--- src/rtl/boot_seq_pkg.sv ---
package boot_seq_pkg;

    typedef enum logic [1:0] {
        PH_FETCH = 2'd0,
        PH_DRAIN = 2'd1,
        PH_DONE  = 2'd2
    } phase_e;

    function automatic int unsigned seq_len(input int unsigned aw);
        return 32'd1 << aw;
    endfunction

    function automatic phase_e phase_next(input phase_e cur, input logic at_last);
        phase_e nxt;
        nxt = cur;
        case (cur)
            PH_FETCH: if (at_last) nxt = PH_DRAIN;
            PH_DRAIN: nxt = PH_DONE;
            PH_DONE:  nxt = PH_DONE;
            default:  nxt = PH_FETCH;
        endcase
        return nxt;
    endfunction

endpackage

--- src/rtl/boot_addr_gen.sv ---
module boot_addr_gen
    import boot_seq_pkg::*;
#(
    parameter int unsigned ADDR_W = 10
) (
    input  logic              clk_i,
    input  logic              rst_n_i,
    output logic [ADDR_W-1:0] cnt_o,
    output logic              fetch_o,
    output logic              done_o
);
    localparam logic [ADDR_W-1:0] LAST = ADDR_W'(seq_len(ADDR_W) - 1);

    phase_e            phase_q;
    logic [ADDR_W-1:0] cnt_q;
    logic              at_last;

    assign at_last = (cnt_q == LAST);

    always_ff @(posedge clk_i) begin
        if (!rst_n_i) begin
            phase_q <= PH_FETCH;
            cnt_q   <= '0;
        end else begin
            phase_q <= phase_next(phase_q, at_last);
            if (phase_q == PH_FETCH && !at_last)
                cnt_q <= cnt_q + ADDR_W'(1);
        end
    end

    assign cnt_o   = cnt_q;
    assign fetch_o = (phase_q == PH_FETCH);
    assign done_o  = (phase_q == PH_DONE);

    // completion is sticky until reset
    a_r8_done_sticky: assert property (@(posedge clk_i) disable iff (!rst_n_i)
        done_o |=> done_o);

    // the address never moves after the pass has left the fetch phase
    a_r4_addr_hold: assert property (@(posedge clk_i) disable iff (!rst_n_i)
        !fetch_o |=> $stable(cnt_o));

endmodule

--- src/rtl/boot_wr_stage.sv ---
module boot_wr_stage #(
    parameter int unsigned ADDR_W = 10
) (
    input  logic              clk_i,
    input  logic              rst_n_i,
    input  logic              fetch_i,
    input  logic [ADDR_W-1:0] addr_i,
    output logic              we_o,
    output logic [ADDR_W-1:0] addr_o
);
    typedef struct packed {
        logic              en;
        logic [ADDR_W-1:0] addr;
    } wr_req_t;

    wr_req_t req_q;

    always_ff @(posedge clk_i) begin
        if (!rst_n_i) begin
            req_q <= '0;
        end else begin
            req_q.en   <= fetch_i;
            req_q.addr <= addr_i;
        end
    end

    assign we_o   = req_q.en;
    assign addr_o = req_q.addr;

    // consecutive writes step the address by one
    a_r3_addr_step: assert property (@(posedge clk_i) disable iff (!rst_n_i)
        (we_o && fetch_i) |=> (we_o && addr_o == $past(addr_o) + ADDR_W'(1)));

endmodule

--- src/rtl/boot_host_gate.sv ---
module boot_host_gate (
    input  logic done_i,
    input  logic acc_i,
    output logic acc_o
);
    always_comb begin
        acc_o = 1'b0;
        if (done_i)
            acc_o = acc_i;
    end
endmodule

--- src/rtl/boot_seq_top.sv ---
module boot_seq_top
    import boot_seq_pkg::*;
#(
    parameter int unsigned ADDR_W   = 10,
    parameter int unsigned PROG_W   = 24,
    parameter int unsigned PARAM_W  = 22,
    parameter int unsigned DATA_W   = 24,
    parameter int unsigned N_DMEM   = 2
) (
    input  logic               clk_i,
    input  logic               rst_n_i,
    output logic [ADDR_W-1:0]  rom_addr_o,
    output logic               rom_rd_o,
    input  logic [PROG_W-1:0]  prog_rom_rdata_i,
    input  logic [PARAM_W-1:0] param_rom_rdata_i,
    output logic [ADDR_W-1:0]  ram_addr_o,
    output logic               prog_we_o,
    output logic [PROG_W-1:0]  prog_wdata_o,
    output logic               param_we_o,
    output logic [PARAM_W-1:0] param_wdata_o,
    output logic [N_DMEM-1:0]  dmem_we_o,
    output logic [DATA_W-1:0]  dmem_wdata_o,
    output logic               busy_o,
    output logic               done_o,
    input  logic               host_acc_i,
    output logic               host_acc_o
);
    localparam logic [ADDR_W-1:0] LAST = ADDR_W'(seq_len(ADDR_W) - 1);

    logic [ADDR_W-1:0] cnt;
    logic              fetch;
    logic              done;
    logic              we;
    logic [ADDR_W-1:0] waddr;

    boot_addr_gen #(.ADDR_W(ADDR_W)) u_addr (
        .clk_i   (clk_i),
        .rst_n_i (rst_n_i),
        .cnt_o   (cnt),
        .fetch_o (fetch),
        .done_o  (done)
    );

    boot_wr_stage #(.ADDR_W(ADDR_W)) u_wr (
        .clk_i   (clk_i),
        .rst_n_i (rst_n_i),
        .fetch_i (fetch),
        .addr_i  (cnt),
        .we_o    (we),
        .addr_o  (waddr)
    );

    boot_host_gate u_gate (
        .done_i (done),
        .acc_i  (host_acc_i),
        .acc_o  (host_acc_o)
    );

    assign rom_addr_o    = cnt;
    assign rom_rd_o      = fetch;
    assign ram_addr_o    = waddr;
    assign prog_we_o     = we;
    assign prog_wdata_o  = prog_rom_rdata_i;
    assign param_we_o    = we;
    assign param_wdata_o = param_rom_rdata_i;
    assign dmem_wdata_o  = '0;
    assign done_o        = done;
    assign busy_o        = ~done;

    for (genvar g = 0; g < N_DMEM; g++) begin : g_dmem
        assign dmem_we_o[g] = we;
    end

    // a sampled reset leaves the block quiet in the next cycle
    a_r1_reset_quiet: assert property (@(posedge clk_i)
        !rst_n_i |=> (!prog_we_o && !param_we_o && !done_o && rom_addr_o == '0));

    // while both stages run, the read address leads the write address by one
    a_r4_fetch_ahead: assert property (@(posedge clk_i) disable iff (!rst_n_i)
        (prog_we_o && rom_rd_o) |-> (rom_addr_o == ram_addr_o + ADDR_W'(1)));

    // the last write is followed by completion
    a_r8_done_after_last: assert property (@(posedge clk_i) disable iff (!rst_n_i)
        (prog_we_o && ram_addr_o == LAST) |=> (done_o && !prog_we_o));

    // every pass starts writing at address zero
    a_r10_restart_zero: assert property (@(posedge clk_i) disable iff (!rst_n_i)
        $rose(prog_we_o) |-> (ram_addr_o == '0));

endmodule

--- config.mk ---
export PLATFORM = sky130hd
export DESIGN_NAME = boot_seq_top
export DESIGN_NICKNAME = d
export VERILOG_FILES = /design/src/rtl/boot_seq_pkg.sv /design/src/rtl/boot_addr_gen.sv /design/src/rtl/boot_wr_stage.sv /design/src/rtl/boot_host_gate.sv /design/src/rtl/boot_seq_top.sv
export SDC_FILE = /design/constraint.sdc
export NUM_CORES = 1
export LEC_CHECK = 0
export BUFFER_PORTS_ARGS = -buffer_cell sky130_fd_sc_hd__buf_2
export CAP_MARGIN = 20
export CORE_MARGIN = 2
export CORE_UTILIZATION = 36
export DETAILED_ROUTE_END_ITERATION = 8
export PLACE_DENSITY = 0.85
export SLEW_MARGIN = 20
export SYNTH_ARGS = -nofsm -noshare
export SYNTH_HDL_FRONTEND = slang
export SYNTH_SLANG_ARGS = --single-unit
--- constraint.sdc ---
create_clock -name clk_i -period 2.06 [get_ports clk_i]
set_clock_uncertainty 0.15 [all_clocks]
set_input_delay 0.412 -clock clk_i [delete_from_list [all_inputs] [get_ports clk_i]]
set_output_delay 0.412 -clock clk_i [all_outputs]
set_load 0.02 [all_outputs]
==> results.md <==
- Run status: finished clean
- Setup violators final: 0
- Min-Delay Path Class: reg -> reg
- Final Power: 821.2 uW
- Vias: 836
- Crit-path max FO: 6
- Post-DRT Antenna Nets: 0
- Register bit total from synthesis: 23
- Ys async rst share: 0
- Post-synth EDFFs: 0
- DIE WIDTH: 67.80 um
- Syn Inst Count: 162
- Fin crit share: 0.8443
- Vias per std cell: 4.287
- Post_cts resized: 0
- Sum of negative setup slack: 0 ns
- Detailed Route WL: 2068 um
- Post-synthesis average cell area: 9.044 um^2
- Crit. Startpoint: u_addr.phase_q[0]
- Layer with the highest usage: met2
- Layout cells sized above 1: 0.2897
- Starting density of the core: 0.3689
- Num rows: 23
- Chip height: 67.80 um
- Slowest CP cell: dfxtp_1
- Kind of critical path: reg -> reg
- Pre-antenna DRT Iters: 3
- Routability Congestion: 0.7742
- Root buffer cell: clkbuf_8
- DR WL/cell: 10.61 um
- GRT Total Usage: 0.09295
- Dpl hpwl: 1590 um
- Cts hold-fix bufs: 0
- Critical path buffer and inverter count: 1
- Min Tclk post-route: 1.739 ns
- Fin. max-slew vios: 0
- Crit start category: register
- First-pass GRT wire length: 3118 um
- DIE AREA: 4596 um^2
- Clock latency on the worst-skew pair: 0.26 ns
- Critical Path RT: 2.10 ns
- TritonCTS buffer count: 3
- Vias in the first global route: 693
- Distinct cells, synth: 32
- Maxcap violations: 0
- Port Buffers: 30
- Layout area overhead: -14.18%
- Placeable Area: 3971 um^2
- H-tree levels: 1
- Synth warn: 0
- Met1 usage: 0.09419
- Grt ovf: 0
- Met2 Use GR: 0.1483
- Worst hold start: u_addr.phase_q[0]
- Most frequent cells in the layout: buf_2 (30), conb_1 (24), dfxtp_1 (23), and2_1 (11), nand2_1 (6)
- DR iter-0 viols: 61
- Diode count: 0
- Largest stage delay, worst path: 0.31 ns
- Pin count of the biggest net entering global routing: 16
- CP arrival: 1.78 ns
- Finished Core Util: 0.3166
- Crit end category: register
- Synth Cell Area: 1465 um^2
- Commonest non-fill, non-tap cell in the layout: buf_2
- Power density cells: 653.0 nW/um^2
- # IOs: 147
- Leak: 0.0005910 uW
- Critical R2R Launch: u_addr.phase_q[0]
- CTS tree: done
- Nets: 198
- CP Cell Sequence: inv_1 -> ha_1 -> and4_4 -> o31ai_2 -> or3_1 -> a21oi_1
- Grt met3 use: 0.02667
- DRC: 0
- Post-synthesis sequential area ratio: 0.3143
- Max Root-Sink Buffers: 2
- Initial antenna violation count: 0
- Clock slew at reported path FFs: 0.07 ns
- Achievable Freq: 575.0 MHz
- Top delay family on crit path: simple AND/OR/NAND/NOR gates
- Sink Count: 23
- Hold Vio Cnt, Final: 0
- Main flop type after synthesis: dfxtp_1
- Post-CTS Setup Bufs: 0
- Peak VDD IR: 257.4 uV
- RSZ-0062 raised after global routing: no
cell usage after synthesis, drive strengths merged (3+ instances only):
| cell type | number | share of area |
|---|---|---|
| ha | 3 | 0.026 |
| a21oi | 3 | 0.010 |
| and3 | 3 | 0.017 |
| nor2 | 4 | 0.010 |
| buf | 73 | 0.37 |
| nand2 | 6 | 0.015 |
| o211ai | 3 | 0.015 |
| and2 | 12 | 0.052 |
| o31ai | 3 | 0.028 |
| xor2 | 4 | 0.024 |
| o21ai | 3 | 0.010 |
| nand3 | 3 | 0.010 |
| inv | 3 | 0.0077 |
| dfxtp | 23 | 0.31 |
state kept, by name, summed over array words and instances (netlist names):
name,cells
u_wr.addr_o,10
u_addr.cnt_o,10
u_addr.phase_q,2
u_wr.we_o,1
where the power goes:
group          switching, uW  internal (uW)
Sequential              7.78            454
Clock                    133            138
Combinational           71.6           17.0
worst paths after layout:
path,endpoint,slack (ns),cells after the start
min,u_addr.phase_q[0],0.33,1
min reg2reg,u_addr.phase_q[0],0.33,1
max reg2reg,u_addr.cnt_o[5],0.32,6
max,u_addr.cnt_o[5],0.32,6
per-stage QoR:
| stage | instances | instance area [um^2] | setup slack (ns) | hold WS [ns] |
|---|---|---|---|---|
| CTS | 195 | 1257 | 0.3059 | 0.3305 |
| global placement | 191 | 1212 | 0.4348 | 0.2974 |
| global route | 195 | 1257 | 0.1911 | 0.3621 |
| finish | 195 | 1257 | 0.3208 | 0.3254 |
| detailed placement | 191 | 1212 | 0.3364 | 0.3129 |
| floorplan | 185 | 1551 | 0.3117 | 0.2906 |
metal layers:
layer	up-vias	routed length, um
met5	-	0
met4	0	103
met3	17	214
met2	42	1005
met1	379	744
li1	398	-
final cells by class:
class	count	area [um^2]
flip-flops and latches	23	460.4
repair buffers	30	150.1
multi-input cells	84	524.3
inverters	4	15.01
clock buffers	4	45.04
well taps	50	62.56
fillers	418	2714
cell families after synthesis:
family	after synthesis	synth area share
AOI/OAI and AO/OA	15	0.08198
xor gates and xnor gates	4	0.02391
buffers and inverters	78	0.3868
other	1	0.002559
DFF	23	0.3143
and+or+nand+nor	38	0.1648
adders and majority gates	3	0.02562
worst reg2reg max path, delay by kind of cell, from the launching register on:
kind                     cells  cell delay, ns
buffers and inverters        1            0.08
AO/OA/AOI/OAI                2            0.25
adder cells (fa/ha/maj)      1            0.29
AND/OR/NAND/NOR              2            0.60
flip-flops                   1            0.31
Power figures use the tool's default switching activity.
